File: config.mk
export PLATFORM = sky130hd
export DESIGN_NAME = rx_ring_writer
export DESIGN_NICKNAME = d
export VERILOG_FILES = /design/src/rtl/rxr_pkg.sv /design/src/rtl/rxr_regs.sv /design/src/rtl/rxr_ctrl.sv /design/src/rtl/rx_ring_writer.sv
export SDC_FILE = /design/constraint.sdc
export NUM_CORES = 1
export LEC_CHECK = 0
export BUFFER_PORTS_ARGS = -buffer_cell sky130_fd_sc_hd__buf_4
export CAP_MARGIN = 20
export CELL_PAD_IN_SITES_DETAIL_PLACEMENT = 0
export CELL_PAD_IN_SITES_GLOBAL_PLACEMENT = 1
export CORE_MARGIN = 2
export CORE_UTILIZATION = 39
export CTS_CLUSTER_SIZE = 14
export DETAILED_ROUTE_END_ITERATION = 12
export PLACE_DENSITY = 0.79
export SKIP_CTS_REPAIR_TIMING = 1
export SLEW_MARGIN = 5
export SYNTH_ARGS = -nofsm -noshare
export SYNTH_HDL_FRONTEND = slang
export SYNTH_SLANG_ARGS = --single-unit
File: constraint.sdc
create_clock -name clk -period 3.4 [get_ports clk]
set_clock_uncertainty 0.15 [all_clocks]
set_input_delay 0.85 -clock clk [delete_from_list [all_inputs] [get_ports clk]]
set_output_delay 0.85 -clock clk [all_outputs]
set_load 0.02 [all_outputs]
File: src/rtl/rxr_pkg.sv
`timescale 1ns/1ps
package rxr_pkg;
  // descriptor word 0 layout (decoded by software, so positions are fixed)
  localparam int DESC_OWN   = 31;
  localparam int DESC_WRAP  = 30;
  localparam int DESC_CONT  = 27;
  localparam int DESC_LEN_W = 13;
  localparam int DESC_STRIDE    = 8;
  localparam int LAST_STAT_BIAS = 4;
  localparam logic [31:0] CONT_MASK = 32'h1 << DESC_CONT;

  typedef enum logic [3:0] {
    S_IDLE, S_RQ_W0, S_WT_W0, S_RQ_W1, S_WT_W1, S_FILL, S_WR_DATA,
    S_RQ_PEEK, S_WT_PEEK, S_WR_STAT, S_WR_FIRST, S_DRAIN
  } rxr_state_e;
endpackage

File: src/rtl/rxr_regs.sv
`timescale 1ns/1ps
module rxr_regs #(
  parameter int ADDR_W = 32,
  parameter int REG_AW = 4
) (
  input  logic              clk,
  input  logic              rst_n,
  input  logic              reg_we,
  input  logic [REG_AW-1:0] reg_addr,
  input  logic [31:0]       reg_wdata,
  output logic [31:0]       reg_rdata,
  input  logic              adv,
  input  logic [ADDR_W-1:0] adv_addr,
  output logic [ADDR_W-1:0] ring_start,
  output logic [ADDR_W-1:0] ring_cur
);
  localparam logic [REG_AW-1:0] OFS_START = REG_AW'(4);
  localparam logic [REG_AW-1:0] OFS_CUR   = REG_AW'(8);

  logic wr_start, wr_cur;
  assign wr_start = reg_we && (reg_addr == OFS_START);
  assign wr_cur   = reg_we && (reg_addr == OFS_CUR);

  always_ff @(posedge clk) begin
    if (!rst_n) begin
      ring_start <= '0;
      ring_cur   <= '0;
    end else begin
      if (wr_start) ring_start <= reg_wdata[ADDR_W-1:0];
      if (adv)         ring_cur <= adv_addr;
      else if (wr_cur) ring_cur <= reg_wdata[ADDR_W-1:0];
    end
  end

  always_comb begin
    case (reg_addr)
      OFS_START: reg_rdata = 32'(ring_start);
      OFS_CUR:   reg_rdata = 32'(ring_cur);
      default:   reg_rdata = 32'd0;
    endcase
  end

  // pointer moves only by a full stride or back to the ring base
  AST_PTR_STEP: assert property (@(posedge clk) disable iff (!rst_n)
    (!$past(wr_cur) && ring_cur != $past(ring_cur)) |->
      (ring_cur == $past(ring_start) ||
       ring_cur == $past(ring_cur) + ADDR_W'(rxr_pkg::DESC_STRIDE)));
endmodule

File: src/rtl/rxr_ctrl.sv
`timescale 1ns/1ps
module rxr_ctrl
  import rxr_pkg::*;
#(
  parameter int ADDR_W    = 32,
  parameter int MAX_BYTES = 8192
) (
  input  logic              clk,
  input  logic              rst_n,
  input  logic [ADDR_W-1:0] ring_start,
  input  logic [ADDR_W-1:0] ring_cur,
  output logic              adv,
  output logic [ADDR_W-1:0] adv_addr,
  input  logic              s_valid,
  output logic              s_ready,
  input  logic [31:0]       s_data,
  input  logic              s_last,
  input  logic [1:0]        s_tail,
  output logic              m_valid,
  input  logic              m_ready,
  output logic              m_write,
  output logic [ADDR_W-1:0] m_addr,
  output logic [31:0]       m_wdata,
  input  logic              m_rvalid,
  input  logic [31:0]       m_rdata,
  output logic              irq
);
  localparam int TOT_W = $clog2(MAX_BYTES + 1);
  localparam int WRD_W = DESC_LEN_W - 2;

  rxr_state_e state;
  logic [ADDR_W-1:0]     d_addr, first_addr, buf_addr, next_addr;
  logic                  d_wrap, pk_wrap;
  logic [DESC_LEN_W-1:0] d_len, pk_len, d_bytes;
  logic [WRD_W-1:0]      words, cap_words;
  logic [TOT_W-1:0]      tot_bytes;
  logic [TOT_W:0]        tot_next;
  logic [2:0]            beat_bytes;
  logic                  hit_max, first, ended, drain_after, cont_go, irq_q;
  logic [31:0]           wbuf, stat, first_stat, last_stat, mid_stat;

  assign cap_words = d_len[DESC_LEN_W-1:2];
  assign next_addr = d_wrap ? ring_start : d_addr + ADDR_W'(DESC_STRIDE);
  assign beat_bytes = (s_last && s_tail != 2'd0) ? {1'b0, s_tail} : 3'd4;
  assign tot_next  = {1'b0, tot_bytes} + (TOT_W+1)'(beat_bytes);
  assign hit_max   = tot_next >= (TOT_W+1)'(MAX_BYTES);
  assign last_stat = 32'(d_bytes) + 32'(LAST_STAT_BIAS);
  assign mid_stat  = (m_rdata[DESC_OWN] ? CONT_MASK : 32'd0) | 32'(d_bytes);
  assign irq       = irq_q;

  // stream side and pointer advance
  always_comb begin
    s_ready  = (state == S_DRAIN) || (state == S_FILL && words != cap_words);
    adv      = (state == S_WR_DATA && m_ready && ended && first) ||
               (state == S_WT_PEEK && m_rvalid && first) ||
               (state == S_WR_STAT && m_ready);
    adv_addr = next_addr;
  end

  // memory request
  always_comb begin
    m_valid = 1'b0;
    m_write = 1'b0;
    m_addr  = '0;
    m_wdata = '0;
    case (state)
      S_RQ_W0:   begin m_valid = 1'b1; m_addr = d_addr; end
      S_RQ_W1:   begin m_valid = 1'b1; m_addr = d_addr + ADDR_W'(4); end
      S_RQ_PEEK: begin m_valid = 1'b1; m_addr = next_addr; end
      S_WR_DATA: begin
        m_valid = 1'b1; m_write = 1'b1;
        m_addr  = buf_addr + ADDR_W'({words, 2'b00});
        m_wdata = wbuf;
      end
      S_WR_STAT:  begin m_valid = 1'b1; m_write = 1'b1; m_addr = d_addr; m_wdata = stat; end
      S_WR_FIRST: begin m_valid = 1'b1; m_write = 1'b1; m_addr = first_addr; m_wdata = first_stat; end
      default: ;
    endcase
  end

  always_ff @(posedge clk) begin
    if (!rst_n) begin
      state <= S_IDLE;
      d_addr <= '0; first_addr <= '0; buf_addr <= '0;
      d_wrap <= 1'b0; pk_wrap <= 1'b0; d_len <= '0; pk_len <= '0;
      d_bytes <= '0; words <= '0; tot_bytes <= '0;
      first <= 1'b1; ended <= 1'b0; drain_after <= 1'b0; cont_go <= 1'b0;
      wbuf <= '0; stat <= '0; first_stat <= '0; irq_q <= 1'b0;
    end else begin
      irq_q <= 1'b0;
      case (state)
        S_IDLE: begin
          first <= 1'b1; ended <= 1'b0; drain_after <= 1'b0; tot_bytes <= '0;
          if (s_valid) begin
            if (ring_start == '0) state <= S_DRAIN;
            else begin
              d_addr <= ring_cur; first_addr <= ring_cur; state <= S_RQ_W0;
            end
          end
        end
        S_RQ_W0: if (m_ready) state <= S_WT_W0;
        S_WT_W0: if (m_rvalid) begin
          if (!m_rdata[DESC_OWN]) state <= S_DRAIN;
          else begin
            d_wrap <= m_rdata[DESC_WRAP];
            d_len  <= m_rdata[DESC_LEN_W-1:0];
            state  <= S_RQ_W1;
          end
        end
        S_RQ_W1: if (m_ready) state <= S_WT_W1;
        S_WT_W1: if (m_rvalid) begin
          buf_addr <= m_rdata[ADDR_W-1:0];
          words <= '0; d_bytes <= '0;
          state <= S_FILL;
        end
        S_FILL: begin
          if (words == cap_words) state <= S_RQ_PEEK;
          else if (s_valid) begin
            wbuf        <= s_data;
            d_bytes     <= d_bytes + DESC_LEN_W'(beat_bytes);
            tot_bytes   <= tot_next[TOT_W-1:0];
            ended       <= s_last || hit_max;
            drain_after <= !s_last && hit_max;
            state       <= S_WR_DATA;
          end
        end
        S_WR_DATA: if (m_ready) begin
          words <= words + 1'b1;
          if (ended) begin
            if (first) begin first_stat <= last_stat; state <= S_WR_FIRST; end
            else begin stat <= last_stat; cont_go <= 1'b0; state <= S_WR_STAT; end
          end else state <= S_FILL;
        end
        S_RQ_PEEK: if (m_ready) state <= S_WT_PEEK;
        S_WT_PEEK: if (m_rvalid) begin
          if (first) begin
            first_stat <= mid_stat;
            if (m_rdata[DESC_OWN]) begin
              d_addr <= next_addr;
              d_wrap <= m_rdata[DESC_WRAP];
              d_len  <= m_rdata[DESC_LEN_W-1:0];
              first  <= 1'b0;
              state  <= S_RQ_W1;
            end else begin
              drain_after <= 1'b1;
              state <= S_WR_FIRST;
            end
          end else begin
            stat    <= mid_stat;
            cont_go <= m_rdata[DESC_OWN];
            pk_wrap <= m_rdata[DESC_WRAP];
            pk_len  <= m_rdata[DESC_LEN_W-1:0];
            state   <= S_WR_STAT;
          end
        end
        S_WR_STAT: if (m_ready) begin
          if (cont_go) begin
            d_addr <= next_addr; d_wrap <= pk_wrap; d_len <= pk_len;
            state  <= S_RQ_W1;
          end else begin
            if (!ended) drain_after <= 1'b1;
            state <= S_WR_FIRST;
          end
        end
        S_WR_FIRST: if (m_ready) begin
          irq_q <= 1'b1;
          state <= drain_after ? S_DRAIN : S_IDLE;
        end
        S_DRAIN: if (s_valid && s_last) state <= S_IDLE;
        default: state <= S_IDLE;
      endcase
    end
  end

  AST_STREAM_QUIET: assert property (@(posedge clk) disable iff (!rst_n)
    !(s_ready && m_valid));
  AST_REQ_HOLD: assert property (@(posedge clk) disable iff (!rst_n)
    (m_valid && !m_ready) |=> (m_valid && $stable(m_addr) && $stable(m_write)));
  AST_DATA_BOUND: assert property (@(posedge clk) disable iff (!rst_n)
    (state == S_WR_DATA) |-> (words < cap_words));
  AST_IRQ_PULSE: assert property (@(posedge clk) disable iff (!rst_n)
    irq |=> !irq);
  AST_IRQ_AFTER_WRITE: assert property (@(posedge clk) disable iff (!rst_n)
    irq |-> $past(m_valid && m_ready && m_write));
endmodule

File: src/rtl/rx_ring_writer.sv
`timescale 1ns/1ps
module rx_ring_writer #(
  parameter int ADDR_W    = 32,
  parameter int REG_AW    = 4,
  parameter int MAX_BYTES = 8192
) (
  input  logic              clk,
  input  logic              rst_n,
  input  logic              reg_we,
  input  logic [REG_AW-1:0] reg_addr,
  input  logic [31:0]       reg_wdata,
  output logic [31:0]       reg_rdata,
  input  logic              s_valid,
  output logic              s_ready,
  input  logic [31:0]       s_data,
  input  logic              s_last,
  input  logic [1:0]        s_tail,
  output logic              m_valid,
  input  logic              m_ready,
  output logic              m_write,
  output logic [ADDR_W-1:0] m_addr,
  output logic [31:0]       m_wdata,
  input  logic              m_rvalid,
  input  logic [31:0]       m_rdata,
  output logic              irq
);
  logic [ADDR_W-1:0] ring_start, ring_cur, adv_addr;
  logic              adv;

  rxr_regs #(.ADDR_W(ADDR_W), .REG_AW(REG_AW)) u_regs (
    .clk(clk), .rst_n(rst_n), .reg_we(reg_we), .reg_addr(reg_addr),
    .reg_wdata(reg_wdata), .reg_rdata(reg_rdata), .adv(adv),
    .adv_addr(adv_addr), .ring_start(ring_start), .ring_cur(ring_cur)
  );

  rxr_ctrl #(.ADDR_W(ADDR_W), .MAX_BYTES(MAX_BYTES)) u_ctrl (
    .clk(clk), .rst_n(rst_n), .ring_start(ring_start), .ring_cur(ring_cur),
    .adv(adv), .adv_addr(adv_addr),
    .s_valid(s_valid), .s_ready(s_ready), .s_data(s_data),
    .s_last(s_last), .s_tail(s_tail),
    .m_valid(m_valid), .m_ready(m_ready), .m_write(m_write),
    .m_addr(m_addr), .m_wdata(m_wdata), .m_rvalid(m_rvalid),
    .m_rdata(m_rdata), .irq(irq)
  );
endmodule

==> results by group, run 1 <==
Run status
  – Status: finished, violations left
  – Failing checks: setup timing

Timing
  – Max Freq: 0.254 GHz
  – Slew Limit Headroom: 42.0%
  – Worst-margin pin slew: 870 ps
  – Final max-slew violation count: 0
  – Unrepaired setup endpoints after global routing: yes
  – Hold Slack: 301 ps
  – # setup viols final: 25
  – Final Hold Viols: 0
  – Total negative slack: -9270 ps
  – Setup WS post-layout: -536 ps
  – Final min period: 3940 ps
  – Tcrit/Tclk final: 116%

Place
  – DP HPWL: 49.7 mm
  – GP Congestion: 0.943
  – I/O Buffers: 208

Floorplanning
  – CORE AREA: 41900 µm²
  – Row cnt: 75
  – Initial Utilization: 39.5%
  – IO Pins: 209
  – Die Height: 210 µm
  – Die X: 210 µm
  – Die area: 44100 µm²

Setup path
  – Family with the most delay on the worst path: compound AO/OA/AOI/OAI gates
  – Worst EP required: 2400 ps
  – R2R depth: 7
  – Largest stage delay on the critical path: 420 ps
  – Critical path, cell by cell: ha_4 -> inv_2 -> fa_2 -> nand2b_4 -> a21o_4 -> o21a_4 -> o21a_4 -> or4_4 -> nand3_2 -> buf_6
  – RR Startpoint: u_ctrl.state[1]
  – Critical Path Source Type: flop
  – Worst setup EP type: output pin
  – CP bufs+invs: 2
  – Most common cell on crit path: o21a_4
  – WS Path Type: reg2out
  – WP data arrival: 2940 ps
  – CP max stage cell: or4_4
  – Critical path fanouts, max: 6
  – Crit Reg-Reg Endpoint: u_ctrl.tot_bytes[8]
  – Reg2Reg Setup Slack: 380 ps

Global routing
  – Total Routing Usage GR: 29.3%
  – Largest net degree at the start of global routing: 77
  – Initial antenna violation count: 0
  – First-pass GRT wire length: 100 mm
  – GRT overflow: 0
  – Number of global-route vias before repair: 17100

Route
  – Routed len/inst: 22.5 µm
  – Drt total wl: 68.7 mm
  – DRC viols: 0
  – Via/cell ratio: 5.94
  – Post-route ant nets: 0
  – Routed via count: 18100
  – Drt initial violations: 1914
  – Initial DRT Pass Iterations: 8

Synthesis
  – Yosys reg bits: 292
  – Ys async rst share: 0%
  – Number of library cell types mapped by synthesis: 85
  – Post-synth EDFFs: 0
  – Yosys warns: 0
  – Post-synthesis sequential area ratio: 35.3%
  – Avg Cell Area, Syn: 7.65 µm²
  – Post-synth top area share: 35.3%
  – Synth Instances: 2165
  – Synth area leader: dfxtp_1
  – Syn Std Cell Area: 16600 µm²
  – Synth area leaders: dfxtp_1 35%, nand2_1 8.6%, a21oi_1 5.8%, mux2i_1 4.2%, nor2_1 3.8%
  – Syn Nets: 2296
  – Ys flop type: dfxtp_1

Clocking
  – Clock transition at path regs: 60 ps
  – H-tree depth: 2
  – Root Driver: clkbuf_16
  – Num CTS Buffers: 37
  – Buffer levels on the longest clock path: 3
  – CTS sink cnt: 292
  – Later-pin clock latency in the skew report: 560 ps
  – CTS tree: done

Power and ir drop
  – Leak Pwr: 8.88 nW
  – Total power: 12.5 mW
  – Peak VDD IR: 0.000374 V
  – Pwr/cell area: 555 nW/µm²

Layout
  – Commonest non-fill, non-tap cell in the layout: buf_4
  – Commonest non-fill, non-tap cells in the layout: 420 x buf_4, 377 x nand2_1, 267 x dfxtp_1
  – Diode count: 0
  – Nets: 2618
  – Layout cells sized above 1: 27.9%
  – Area grow syn2layout: 36.4%

Hold path
  – WHS Path Cells: 2
  – Hold endpoint: u_ctrl.wbuf[28]
  – Hold path start: u_ctrl.wbuf[28]
  – Worst hold path class: reg2reg

Run
  – Max-cap violations: 0
==> cell usage after synthesis (all sizes together), types with 21 or more instances <==
library cell	count
nor4	26
nand3	80
nand2	379
and3	42
inv	30
a211oi	50
a222oi	21
xnor2	29
nor3	24
o21ai	102
mux2i	70
nand4	38
a22o	34
buf	44
xor2	46
a31oi	23
dfxtp	292
or3	22
ha	21
and2	31
clkbuf	148
a21oi	192
a311oi	26
o211ai	23
nor2	167
==> sequential cells by signal, summed over array words and instances, names as in the netlist, 4 cells and up <==
signal / flops
u_ctrl.stat: 15
u_ctrl.words: 11
u_ctrl.d_bytes: 13
u_ctrl.d_len: 11
u_ctrl.state: 4
u_ctrl.d_addr: 32
u_ctrl.buf_addr: 32
u_ctrl.tot_bytes: 14
u_ctrl.first_addr: 32
u_ctrl.wbuf: 32
u_ctrl.pk_len: 11
u_ctrl.first_stat: 15
u_regs.ring_start: 32
u_regs.ring_cur: 32
==> where the power goes <==
part           switching (mW)  internal, mW
registers               0.370          3.74
logic                    2.52          1.76
clock network            1.60          2.56
==> worst max-delay path by stage <==
stage,depth (start not counted),end,start
2_1_floorplan,9,m_addr[28],u_ctrl.words[0]
3_3_place_gp,10,m_addr[28],u_ctrl.buf_addr[2]
3_5_place_dp,10,m_addr[28],u_ctrl.buf_addr[2]
4_1_cts,10,m_addr[28],u_ctrl.buf_addr[2]
5_1_grt,10,m_addr[30],u_ctrl.buf_addr[2]
6_report,10,m_addr[30],u_ctrl.buf_addr[2]
==> logic make-up after synthesis <==
kind of cell,Yosys count,share of synthesized area [%]
compound gates,598,24.1
xor+xnor,75,3.97
fa+ha+maj,23,1.77
buf+inv,223,5.30
flops,292,35.3
mux,76,4.64
simple gates,878,24.9
==> per-stage QoR <==
| stage | cell area (µm²) | util [%] | std cells | setup WS [ps] |
|---|---|---|---|---|
| after floorplan | 16600 | - | 2165 | 21.7 |
| after global placement | 20000 | 47.6 | 2946 | -203 |
| after detailed placement | 20000 | 47.6 | 2946 | -229 |
| after CTS | 21200 | 50.6 | 3011 | -830 |
| after global routing | 22600 | 53.9 | 3052 | -610 |
| final | 22600 | 53.9 | 3052 | -536 |
==> area by class of cell <==
class | instances | area (µm²)
timing repair buffer | 474 | 3890
fill | 4027 | 19400
sequential | 292 | 5890
multi-input combinational | 1651 | 10700
clock buffer | 50 | 1060
clock inverter | 15 | 218
inverter | 31 | 129
tap | 539 | 674
==> worst reg2reg max path: cells and delay by family, from the launching register on <==
| family | cells | cell delay [ps] |
|---|---|---|
| simple gates | 4 | 1790 |
| compound gates | 1 | 150 |
| buf+inv | 2 | 430 |
| flops | 1 | 420 |
==> per-layer routing <==
| metal | vias up | share of wire [%] | global-route usage [%] |
|---|---|---|---|
| met4 | 0 | 2.9 | 9.93 |
| met1 | 8851 | 43 | 39.0 |
| met5 | - | 0 | 0 |
| li1 | 8513 | - | - |
| met3 | 108 | 6.7 | 4.98 |
| met2 | 671 | 47 | 48.1 |
Note: power is estimated with default switching activity, not from simulation.
==> inputs of run 2 (changes only) <==
--- a/config.mk
+++ b/config.mk
@@ -5,15 +5,16 @@
 export SDC_FILE = /design/constraint.sdc
 export NUM_CORES = 1
 export LEC_CHECK = 0
+export ABC_CLOCK_PERIOD_IN_PS = 4390
 export BUFFER_PORTS_ARGS = -buffer_cell sky130_fd_sc_hd__buf_4
 export CAP_MARGIN = 20
 export CELL_PAD_IN_SITES_DETAIL_PLACEMENT = 0
 export CELL_PAD_IN_SITES_GLOBAL_PLACEMENT = 1
 export CORE_MARGIN = 2
-export CORE_UTILIZATION = 39
+export CORE_UTILIZATION = 43
 export CTS_CLUSTER_SIZE = 14
 export DETAILED_ROUTE_END_ITERATION = 12
-export PLACE_DENSITY = 0.79
+export PLACE_DENSITY = 0.82
 export SKIP_CTS_REPAIR_TIMING = 1
 export SLEW_MARGIN = 5
 export SYNTH_ARGS = -nofsm -noshare
==> constraint.sdc (replaced) <==
create_clock -name clk -period 4.39 [get_ports clk]
set_clock_uncertainty 0.15 [all_clocks]
set_input_delay 1.0975 -clock clk [delete_from_list [all_inputs] [get_ports clk]]
set_output_delay 1.0975 -clock clk [all_outputs]
set_load 0.02 [all_outputs]
==> run 2 against run 1 <==
The run still ends with setup timing left. Global-route usage rose by 0.63 points. Sequential cell count did not move. Via count fell by 4.3%. Core utilization barely moved. Critical endpoint is now m_addr[20]. Critical path depth fell by 2. Total power fell by 28%. Largest cell class unchanged. Sequential share of layout area rose by 2.8 points. Register-to-register slack improved by 510 ps. Worst setup slack improved by 490 ps.
==> results by group, run 2 (synthesized netlist as in run 1, its figures left out) <==
Run status
  – Status: finished, violations left
  – Failing checks: setup timing

Timing
  – Tcrit/Tclk final: 101%
  – Slew Limit Headroom: 29.3% (-13 points)
  – Max Freq: 0.225 GHz
  – # setup viols final: 2 (-92%)
  – Final min period: 4440 ps
  – Unrepaired setup endpoints after global routing: yes
  – Final Hold Viols: 0 (unchanged)
  – Final max-slew violation count: 0 (unchanged)
  – Worst-margin pin slew: 1060 ps (+190 ps)
  – Setup WS post-layout: -45.3 ps (+491 ps)

Power and ir drop
  – Gate power share: 28.6% (-5.5 points)
  – Clock Power Share: 36.0% (+2.8 points)
  – Sw power: 3.30 mW (-27%)
  – Seq pwr share: 35.4% (+2.7 points)
  – Peak VDD IR: 0.000241 V (-36%)
  – Internal power: 5.77 mW (-28%)
  – Leak Pwr: 7.81 nW (-12%)
  – Switching share of power: 36.4% (+0.56 points)
  – Total power: 9.08 mW (-28%)
  – Pwr/cell area: 446 nW/µm² (-20%)

Floorplanning
  – Die Height: 200 µm (-4.7%)
  – Initial Utilization: 43.9% (+4.4 points)
  – CORE AREA: 37800 µm² (-10%)
  – Die X: 200 µm (-4.7%)
  – Die area: 40100 µm² (-9.1%)
  – Row cnt: 71 (-5.3%)
  – IO Pins: 209 (unchanged)

Setup path
  – Critical Path Source Type: flop
  – Critical path fanouts, max: 6 (unchanged)
  – CP bufs+invs: 2 (unchanged)
  – WS Path Type: reg2out
  – Largest stage delay on the critical path: 480 ps (+60 ps)
  – Most common cell on crit path: buf_4
  – CP max stage cell: dfxtp_1
  – Critical path, cell by cell: and4_1 -> nand4_1 -> or3_1 -> o2bb2ai_1 -> a221oi_1 -> buf_4 -> o21ai_0 -> buf_4
  – WP data arrival: 3190 ps (+250 ps)
  – Worst setup EP type: output pin
  – Worst EP required: 3140 ps (+740 ps)
  – Family with the most delay on the worst path: simple AND/OR/NAND/NOR gates

Clocking
  – Num CTS Buffers: 36 (-2.7%)
  – Buffer levels on the longest clock path: 3 (unchanged)
  – CTS sink cnt: 292 (unchanged)
  – Root Driver: clkbuf_16
  – H-tree depth: 2 (unchanged)
  – Later-pin clock latency in the skew report: 560 ps (about the same)
  – Clock transition at path regs: 60 ps (about the same)
  – CTS tree: done

Place
  – GP Congestion: 0.971 (+3.0%)
  – DP HPWL: 44.3 mm (-11%)
  – Dpl ws: 353 ps (+582 ps)
  – I/O Buffers: 208 (unchanged)

Layout
  – Commonest non-fill, non-tap cells in the layout: 379 x nand2_1, 296 x buf_4, 276 x dfxtp_1
  – Nets: 2443 (-6.7%)
  – Layout cells sized above 1: 18.8% (-9.0 points)
  – Area grow syn2layout: 22.8%
  – Commonest non-fill, non-tap cell in the layout: nand2_1

Route
  – Via/cell ratio: 6.09 (+2.4%)
  – Routed via count: 17400 (-4.3%)
  – Initial DRT Pass Iterations: 6 (-2)
  – DRC viols: 0 (unchanged)
  – Post-route ant nets: 0 (unchanged)
  – Drt total wl: 62.2 mm (-9.5%)
  – Routed len/inst: 21.8 µm (-3.2%)
  – Drt initial violations: 1791 (-6.4%)

Global routing
  – Total Routing Usage GR: 29.9% (+0.63 points)
  – Number of global-route vias before repair: 16600 (-3.1%)
  – Largest net degree at the start of global routing: 107 (+39%)
  – Initial antenna violation count: 0 (unchanged)
  – GRT overflow: 0 (unchanged)
  – First-pass GRT wire length: 96.2 mm (-4.1%)

Hold path
  – Worst hold path class: reg2reg

Run
  – Max-cap violations: 0 (unchanged)
==> run 2: power by group through the flow <==
stage,Clock (mW),Sequential (mW),Combinational [mW]
floorplan,0,3.05,1.68
global placement,0,3.24,2.50
detailed placement,0,3.25,2.52
CTS,3.32,3.19,2.53
global route,3.41,3.25,2.77
finish,3.27,3.22,2.59
==> run 2: final cells by class <==
type                    instances  area [µm²]
fillers                      3663       17400
multi-input cells            1650       10100
flip-flops and latches        292        5870
repair buffers                301        2320
clock buffers                  44        1020
well taps                     511         639
clock inverters                22         273
inverters                      31         121
diodes                          1        2.50
==> run 2: worst min-delay path, cell delays in order, from the launching register on <==
cell     delay, ps
dfxtp_1        300
nand2_1         50
a21oi_1         50
==> run 2: final timing paths <==
path                                  startpoint  slack, ps  depth (start not counted)              end
worst max register to register   u_ctrl.state[1]        890                          7  u_ctrl.words[5]
worst max-delay path            u_ctrl.d_addr[5]        -50                          8       m_addr[20]
worst min-delay path             u_ctrl.wbuf[24]        300                          2  u_ctrl.wbuf[24]
worst min register to register   u_ctrl.wbuf[24]        300                          2  u_ctrl.wbuf[24]
==> run 2: metrics by stage <==
step / area (µm²) / hold WS (ps) / utilization, % / setup TNS [ps] / instances
floorplan: 16600 / 282 / - / 0 / 2165
global placement: 18800 / 287 / 49.7 / 0 / 2776
detailed placement: 18800 / 295 / 49.7 / 0 / 2776
CTS: 20100 / 305 / 53.2 / -2040 / 2842
global route: 20300 / 325 / 53.9 / -284 / 2851
finish: 20300 / 303 / 53.9 / -71.4 / 2852
==> run 2: per-layer routing <==
layer,global-route usage (%),routed length (µm)
met1,40.5,27600
met2,47.2,28100
met5,0,0
met3,5.06,4380
met4,12.4,2190
